`config.mk`:
```
export PLATFORM = sky130hd
export DESIGN_NAME = radix_walker
export DESIGN_NICKNAME = d
export VERILOG_FILES = /design/src/rtl/radix_walker.sv
export SDC_FILE = /design/constraint.sdc
export NUM_CORES = 1
export LEC_CHECK = 0
export CAP_MARGIN = 40
export CORE_MARGIN = 2
export CORE_UTILIZATION = 30
export CTS_CLUSTER_SIZE = 14
export DETAILED_ROUTE_END_ITERATION = 8
export PLACE_DENSITY = 0.5
export SLEW_MARGIN = 20
export SYNTH_ARGS = -nofsm -noshare
export SYNTH_HDL_FRONTEND = slang
export SYNTH_SLANG_ARGS = --single-unit
```
`constraint.sdc`:
```
create_clock -name clk -period 3.8 [get_ports clk]
set_input_delay 0.95 -clock clk [delete_from_list [all_inputs] [get_ports clk]]
set_output_delay 0.95 -clock clk [all_outputs]
set_load 0.02 [all_outputs]
```
`src/rtl/radix_walker.sv`:
```
module radix_walker (
  input  logic        clk,
  input  logic        rst_n,
  input  logic        req_valid,
  output logic        req_ready,
  input  logic [63:0] req_ea,
  input  logic [31:0] req_pid,
  input  logic [63:0] req_ptbr,
  input  logic        req_store,
  input  logic        req_fetch,
  input  logic        req_priv,
  output logic        mem_req_valid,
  input  logic        mem_req_ready,
  output logic [63:0] mem_req_addr,
  input  logic        mem_rsp_valid,
  input  logic [63:0] mem_rsp_data,
  output logic        done,
  output logic [63:0] real_addr,
  output logic        err_invalid,
  output logic        err_badtree,
  output logic        err_segment,
  output logic        err_perm,
  output logic        err_rc
);

  typedef enum logic [2:0] {S_IDLE, S_PRT, S_SEG, S_LOOK, S_WAIT, S_FIN} state_t;

  state_t      state;
  logic [63:12] ea_q;
  logic [31:0] pid_q;
  logic [55:12] tb_q;
  logic [4:0]  ts_q;
  logic        st_q, fe_q, pv_q, root_rd;
  logic [5:0]  shift_q;
  logic [4:0]  msize_q;
  logic [47:0] base_q;
  logic [63:0] real_q;
  logic [4:0]  err_q;

  function automatic logic [43:0] lowmask(input logic [5:0] n);
    logic [43:0] m;
    for (int i = 0; i < 44; i++) m[i] = (i < int'(n));
    return m;
  endfunction

  logic [43:0] prt_full, lvl_full, fin_m;
  logic [31:0] eff_pid;
  logic [63:0] prt_addr, pg_addr, leaf_ra;
  logic [49:0] ea_sh;
  logic [15:0] lvl_m;
  logic        seg_bad, perm_ok, rc_ok, nl_bad;
  logic [6:0]  root_lim;
  logic [4:0]  nm;
  logic [63:0] d;

  assign d        = mem_rsp_data;
  assign eff_pid  = ea_q[63] ? 32'd0 : pid_q;
  assign prt_full = lowmask({1'b0, ts_q});
  assign prt_addr = {8'h0, tb_q[55:36],
                     (tb_q[35:12] & ~prt_full[23:0]) | (eff_pid[31:8] & prt_full[23:0]),
                     eff_pid[7:0], 4'h0};

  assign ea_sh    = ea_q[61:12] >> shift_q;
  assign lvl_full = lowmask({1'b0, msize_q});
  assign lvl_m    = lvl_full[15:0];
  assign pg_addr  = {8'h0, base_q[47:11],
                     ({base_q[10:0], 5'h0} & ~lvl_m) | (ea_sh[15:0] & lvl_m), 3'h0};

  assign fin_m    = lowmask(shift_q);
  assign leaf_ra  = {8'h0, (d[55:12] & ~fin_m) | (ea_q[55:12] & fin_m), d[11:0]};

  assign seg_bad  = (ea_q[63] ^ ea_q[62]) | (|(ea_q[61:31] & ~fin_m[30:0]));
  assign root_lim = {1'b0, shift_q} + 7'd19;

  assign perm_ok  = (pv_q | ~d[3]) &
                    (fe_q ? (d[0] & ~d[5]) : (d[1] | (d[2] & ~st_q)));
  assign rc_ok    = d[8] & (d[7] | ~st_q);

  assign nm       = d[4:0];
  assign nl_bad   = (nm < 5'd5) | (nm > 5'd16) | ({1'b0, nm} > shift_q);

  assign req_ready     = (state == S_IDLE);
  assign mem_req_valid = (state == S_PRT) || (state == S_LOOK);
  assign mem_req_addr  = (state == S_PRT) ? prt_addr : pg_addr;
  assign done          = (state == S_FIN);
  assign real_addr     = real_q;
  assign {err_rc, err_perm, err_segment, err_badtree, err_invalid} = err_q;

  logic unused_bits;
  assign unused_bits = ^{req_ea[11:0], req_ptbr[63:56], req_ptbr[11:5], d[60:56]};

  always_ff @(posedge clk or negedge rst_n) begin
    if (!rst_n) begin
      state   <= S_IDLE;
      ea_q    <= '0;
      pid_q   <= '0;
      tb_q    <= '0;
      ts_q    <= '0;
      st_q    <= 1'b0;
      fe_q    <= 1'b0;
      pv_q    <= 1'b0;
      root_rd <= 1'b0;
      shift_q <= '0;
      msize_q <= '0;
      base_q  <= '0;
      real_q  <= '0;
      err_q   <= '0;
    end else begin
      case (state)
        S_IDLE: if (req_valid) begin
          ea_q   <= req_ea[63:12];
          pid_q  <= req_pid;
          tb_q   <= req_ptbr[55:12];
          ts_q   <= req_ptbr[4:0];
          st_q   <= req_store;
          fe_q   <= req_fetch;
          pv_q   <= req_priv;
          real_q <= '0;
          err_q  <= '0;
          state  <= S_PRT;
        end
        S_PRT: if (mem_req_ready) begin
          root_rd <= 1'b1;
          state   <= S_WAIT;
        end
        S_SEG: begin
          if (seg_bad) begin
            err_q <= 5'b00100;
            state <= S_FIN;
          end else if (msize_q < 5'd5 || msize_q > 5'd16 || {2'b0, msize_q} > root_lim) begin
            err_q <= 5'b00010;
            state <= S_FIN;
          end else begin
            shift_q <= 6'(root_lim - {2'b0, msize_q});
            state   <= S_LOOK;
          end
        end
        S_LOOK: if (mem_req_ready) begin
          root_rd <= 1'b0;
          state   <= S_WAIT;
        end
        S_WAIT: if (mem_rsp_valid) begin
          if (root_rd) begin
            shift_q <= {1'b0, d[62:61], d[7:5]};
            msize_q <= d[4:0];
            base_q  <= d[55:8];
            state   <= S_SEG;
          end else if (!d[63]) begin
            err_q <= 5'b00001;
            state <= S_FIN;
          end else if (d[62]) begin
            if (!perm_ok)     err_q  <= 5'b01000;
            else if (!rc_ok)  err_q  <= 5'b10000;
            else              real_q <= leaf_ra;
            state <= S_FIN;
          end else if (nl_bad) begin
            err_q <= 5'b00010;
            state <= S_FIN;
          end else begin
            shift_q <= shift_q - {1'b0, nm};
            msize_q <= nm;
            base_q  <= d[55:8];
            state   <= S_LOOK;
          end
        end
        S_FIN: state <= S_IDLE;
        default: state <= S_IDLE;
      endcase
    end
  end

endmodule


```
-- After elaboration in Yosys (flattened, before gate mapping)
Index checks and enable logic that the tools add are counted.
- flip-flop bits (word level): 268
- input port bits: 232
- output and inout port bits: 136
- word-level logic and storage cells: 230
- $add $sub $neg: 3
- $lt $le $gt $ge: 90
- equality and inequality tests: 25
- shift-type cells: 1
- multiplexer cells: 51
- bitwise gates (word level): 28
- reductions and logical operators: 18
- operator list (operator ; number):
    64-bit two-way mux ; 7
    48-bit two-way mux ; 4
    64-bit one-hot mux with 2 select lines ; 1
    5-bit by 6-bit less-than comparator with 1-bit output (first input constant) ; 16
    44-bit AND ; 2
    4-bit by 5-bit less-than comparator with 1-bit output (first input constant) ; 16
    6-bit less-than comparator (first input constant) ; 12
    5-bit two-way mux ; 14
    56-bit two-way mux ; 1
    50-bit by 6-bit >> shifter with 16-bit output ; 1
    24-bit AND ; 2
    4-bit by 6-bit less-than comparator with 1-bit output (first input constant) ; 8
    44-bit inverter ; 1
    44-bit OR ; 1
    6-bit two-way mux ; 7
    3-bit by 5-bit less-than comparator with 1-bit output (first input constant) ; 8
    5-bit less-than comparator (first input constant) ; 8
    16-bit AND ; 2
    32-bit two-way mux ; 1
    31-bit AND ; 1
    31-bit inverter ; 1
    31-bit OR reduction ; 1
    3-bit two-way mux ; 9
    3-bit by 6-bit less-than comparator with 1-bit output (first input constant) ; 4
    other kinds (41) ; 88

-- Depth between registers and ports, before layout
- depth after elaboration: 11
- gate-level depth with buffers: 16
- gate-level depth less buffers: 13

-- Worst setup path before layout
Ideal clock, no wire load.
- path type: reg-to-output
- from: reg shift_q[0]
- to: out mem_req_addr[12]
- arrival time: 2458 ps
- data required time: 2850 ps
- path slack: 392 ps
- cell stages (with the launch flop): 9
- path buffers: 2
- path through: dfrtp_1 -> buf_2 -> buf_2 -> mux4_2 -> mux2_2 -> a32oi_1 -> o211ai_1 -> a2111oi_0 -> o22ai_1
- cells in the longest elaborated chain, start to end: 4
- RTL lines (element ; line ; text):
    start: declaration ; 34 ; logic [5:0] shift_q;
    start signal: assignment ; 134 ; shift_q <= 6'(root_lim - {2'b0, msize_q});
    start signal: assignment ; 144 ; shift_q <= {1'b0, d[62:61], d[7:5]};
    start signal: assignment ; 160 ; shift_q <= shift_q - {1'b0, nm};
    50-bit by 6-bit >> shifter with 16-bit output ; 63 ; assign ea_sh = ea_q[61:12] >> shift_q;
    16-bit AND ; 67 ; ({base_q[10:0], 5'h0} & ~lvl_m) | (ea_sh[15:0] & lvl_m), 3'h0};
    16-bit OR ; 67 ;
    56-bit two-way mux ; 84 ; assign mem_req_addr = (state == S_PRT) ? prt_addr : pg_addr;
    end: declaration ; 14 ; output logic [63:0] mem_req_addr,
Every way passes these cells.

-- Final worst setup path
- from: reg shift_q[0]
- to: out mem_req_addr[15]
Same word-level chain as after synthesis.

==> summary.md <==
| Metric | Value |
|---|---|
| Fraction of final layout cells with drive strength greater than 1 | 30.21% |
| Proportion of synthesized flip-flops having asynchronous set or reset | 100.0% |
| Internal | 0.01401 W |
| Category of cells accounting for the largest share of critical-path delay | multiplexers |
| Library cells used by synthesis | 76 |
| Part of the Yosys area used for sequential elements | 41.59% |
| Detailed-placement wirelength estimate | 48.82 mm |
| Die footprint | 0.05399 mm² |
| Number of I/O pins | 368 |
| Vias after detailed routing | 13680 |
| Number of nets in the layout | 2196 |
| Class of the tightest hold or removal check | input pin to asynchronous set/reset pin |
| Port Buffer Count | 316 |
| Global placer's final weighted congestion | 0.8993 |
| Final worst path period need | 4.021 ns |
| Sequential cell fraction of total power | 21.7% |
| Failing checks | negative setup slack |
| Antenna violations before repair | 0 |
| Max IR drop VDD | 0.5328 mV |
| Clk sinks | 260 |
| Num CTS Buffers | 34 |
| First-pass GRT wire length | 92.83 mm |
| Sw power | 0.01130 W |
| Share of total power in combinational logic | 65.6% |
| Crit path kind | flop to output pin |
| Worst path buffer plus inverter count | 5 |
| Final hold vios | 0 |
| Critical Path Start Type | flop |
| Final clock period utilization by the worst path | 105.8% |
| H-tree lvl count | 2 |
| Die Wd | 232.4 µm |
| Wire length per cell | 23.65 µm |
| Slowest library cell on the worst path | sky130_fd_sc_hd__dfrtp_4 |
| Clk slew on worst S/H paths | 0.05 ns |
| Most used DFF post-synth | sky130_fd_sc_hd__dfrtp_1 |
| Number of max-cap violations | 0 |
| Summed instance area of the synthesized netlist | 0.01565 mm² |
| Power density relative to cell area | 1118 mW/mm² |
| Via count of the first global-routing pass | 14210 |
| Die span in y | 232.4 µm |
| Clock skew after layout | 0.03550 ns |
| Syn. warnings | 0 |
| Syn_area_per_cell | 10.39 µm² |
| Overflow left after global routing | 0 |
| Data required, critical path | 2.85 ns |
| Number of buffers added to fix hold violations after cts | 0 |
| Number of search-and-repair iterations in the first detailed-routing pass | 5 |
| CTS Root Buffer Type | sky130_fd_sc_hd__clkbuf_16 |
| Total global routing track utilization | 23.01% |
| EDFF count, synth | 0 |
| Relative contribution of the clock network to total power | 12.6% |
| Static power due to leakage | 9.553 nW |
| Pre-CTS WS | -0.5091 ns |
| Transition at the pin with the smallest max-transition slack | 0.7901 ns |
| Switching part of the total power | 44.64% |
| Fmax | 0.2487 GHz |
| CP arrival | 3.07 ns |
| DR iter-0 viols | 814 |
| Top fanout value on the critical path | 5 |
| Register bit count reported by yosys | 260 |
| Smallest setup slack after layout | -0.2213 ns |
| Total count of max-transition violations in the final report | 0 |
| Layout area overhead | 44.79% |
| Pin count of the biggest net entering global routing | 91 |
| Number of standard cells after synthesis | 1506 |
| Status | complete, but fails checks |
| Critical Path End Type | output pin |
| Total design power | 0.02531 W |
| Number of inserted diodes | 0 |
| CTS tree | yes |
| DR vias/cell | 5.170 |
| Utilization after layout | 44.06% |
| Number of rows created at floorplan | 83 |
| DRC | 0 |
| Total of endpoints with negative setup slack in the final report | 16 |
| Maximum single-stage delay on the critical path | 0.53 ns |
| Initial Util | 30.43% |
| Count of antenna-violating nets left after detailed routing | 0 |
| Clock insertion delay at the later pin of the skew report | 0.57 ns |
| Total detailed-routing wirelength | 62.57 mm |
| Core region area | 0.05141 mm² |
| Crit path cell chain | buf_12, buf_12, buf_8, mux4_2, mux2i_2, a211oi_2, o32ai_2, buf_4, mux2i_1, buf_4 |
| Worst-case clock buffer depth | 3 |
| RSZ-0062 raised after global routing | true |
| Worst relative slew slack | 47.33% |
registers in the layout, indices dropped and copies added (netlist names):
register and cells:
ea_q 52, pid_q 32, msize_q 5, shift_q 6, root_rd 1, st_q 1, pv_q 1, tb_q 44
real_addr 56, err_q 5, base_q 48, state 3, ts_q 5, fe_q 1
layer usage:
| layer | global-route usage, % | vias up | wire length, µm | part of all wire, % |
|---|---|---|---|---|
| met5 | 0 | - | 0 | 0 |
| met2 | 39.68 | 394 | 31370 | 50 |
| met3 | 3.352 | 59 | 3021 | 4.8 |
| li1 | - | 6345 | - | - |
| met1 | 30.36 | 6882 | 27130 | 43 |
| met4 | 5.228 | 0 | 1051 | 1.7 |
metrics by stage:
step | setup TNS, ns | instances | hold slack [ns] | area (µm²)
final | -1.751 | 2646 | 0.4186 | 22650
after global routing | -2.907 | 2646 | 0.4859 | 22650
after CTS | -2.855 | 2643 | 0.4600 | 22380
after detailed placement | -1.614 | 2571 | 0.4670 | 20760
after global placement | -1.625 | 2569 | 0.4635 | 20720
after floorplan | 0 | 1524 | 0.4723 | 15710
power by group through the flow:
stage                     sequential (W)  clock (W)  combinational [W]
after CTS                        0.00548    0.00327             0.0162
final                            0.00551    0.00320             0.0166
after global placement           0.00552          0             0.0151
after global routing             0.00569    0.00338             0.0177
after floorplan                  0.00532          0            0.00830
after detailed placement         0.00552          0             0.0153
layout by cell type, fill, tap and decap left out, types with 13 or more instances in the layout:
cell                              netlist  layout
sky130_fd_sc_hd__nor2b_1               21      19
sky130_fd_sc_hd__buf_4                 22     164
sky130_fd_sc_hd__o31ai_1               56      56
sky130_fd_sc_hd__mux2i_1              105      89
sky130_fd_sc_hd__buf_12                 0      22
sky130_fd_sc_hd__nand2_1              212     205
sky130_fd_sc_hd__dfrtp_1              260     254
sky130_fd_sc_hd__a21oi_1               61      55
sky130_fd_sc_hd__mux2_2               188     184
sky130_fd_sc_hd__nor3_1                16      16
sky130_fd_sc_hd__mux4_2                38      38
sky130_fd_sc_hd__o21ai_0               85      73
sky130_fd_sc_hd__clkdlybuf4s50_1        0     291
sky130_fd_sc_hd__nor2_1                64      61
sky130_fd_sc_hd__ha_1                  17      17
sky130_fd_sc_hd__nor3b_1               16      16
sky130_fd_sc_hd__buf_6                  1      26
sky130_fd_sc_hd__clkbuf_16              0      34
sky130_fd_sc_hd__conb_1                 1      19
sky130_fd_sc_hd__inv_1                 31      31
sky130_fd_sc_hd__o211ai_1              13      13
layout make-up:
cell class              count  area [µm²]
clock buffers              47       939.7
clock inverters            10       156.4
fillers                  4939       28750
inverters                  33       140.1
multi-input cells        1100        8976
flip-flops and latches    260        6519
well taps                 680       850.8
repair buffers            516        5070
kinds of logic after synthesis:
kind of cell,synth area share (%)
AND/OR/NAND/NOR,11.91
multiplexers,26.15
AO/OA/AOI/OAI,13.44
flip-flops,41.59
buffers and inverters,4.718
adder cells (fa/ha/maj),1.615
XOR/XNOR,0.5599
other,0.02397
synthesized netlist by cell type, types with 4 or more instances:
cell type | count | area [µm²]
sky130_fd_sc_hd__a211oi_1 | 21 | 157.7
sky130_fd_sc_hd__a21o_1 | 6 | 45.04
sky130_fd_sc_hd__a21oi_1 | 61 | 305.3
sky130_fd_sc_hd__a221oi_1 | 4 | 35.03
sky130_fd_sc_hd__a31oi_1 | 12 | 75.07
sky130_fd_sc_hd__a32oi_1 | 7 | 61.31
sky130_fd_sc_hd__and2_1 | 9 | 56.30
sky130_fd_sc_hd__and3_1 | 5 | 31.28
sky130_fd_sc_hd__buf_1 | 9 | 33.78
sky130_fd_sc_hd__buf_2 | 26 | 130.1
sky130_fd_sc_hd__buf_4 | 22 | 165.2
sky130_fd_sc_hd__clkbuf_1 | 73 | 274.0
sky130_fd_sc_hd__dfrtp_1 | 260 | 6506
sky130_fd_sc_hd__ha_1 | 17 | 212.7
sky130_fd_sc_hd__inv_1 | 31 | 116.4
sky130_fd_sc_hd__mux2_2 | 188 | 2117
sky130_fd_sc_hd__mux2i_1 | 105 | 1051
sky130_fd_sc_hd__mux4_2 | 38 | 855.8
sky130_fd_sc_hd__nand2_1 | 212 | 795.8
sky130_fd_sc_hd__nand2b_1 | 13 | 81.33
sky130_fd_sc_hd__nand3_1 | 11 | 55.05
sky130_fd_sc_hd__nand3b_1 | 9 | 67.56
sky130_fd_sc_hd__nor2_1 | 64 | 240.2
sky130_fd_sc_hd__nor2b_1 | 21 | 131.4
sky130_fd_sc_hd__nor3_1 | 16 | 80.08
sky130_fd_sc_hd__nor3b_1 | 16 | 120.1
sky130_fd_sc_hd__o211ai_1 | 13 | 97.59
sky130_fd_sc_hd__o21ai_0 | 85 | 425.4
sky130_fd_sc_hd__o22ai_1 | 11 | 68.82
sky130_fd_sc_hd__o31ai_1 | 56 | 420.4
sky130_fd_sc_hd__or2_2 | 5 | 31.28
sky130_fd_sc_hd__xnor2_1 | 7 | 61.31
repair_timing:
item                       4_1_cts  5_1_grt
pin swaps                       36       24
cloned                           2        0
setup endpoints to repair       20       57
buffers inserted                18        6
gates resized for setup        140       67
worst paths after layout:
path | to | slack, ns | start | cells after the start
max | mem_req_addr[15] | -0.22 | shift_q[0] | 10
min | tb_q[53] | 0.42 | rst_n | 1
max reg2reg | shift_q[0] | 0.18 | shift_q[1] | 15
min reg2reg | real_addr[6] | 0.48 | real_addr[6] | 2
max in group asynchronous | ea_q[20] | 2.55 | rst_n | 2
min in group clk | real_addr[6] | 0.48 | real_addr[6] | 2
Power figures use the tool's default switching activity.
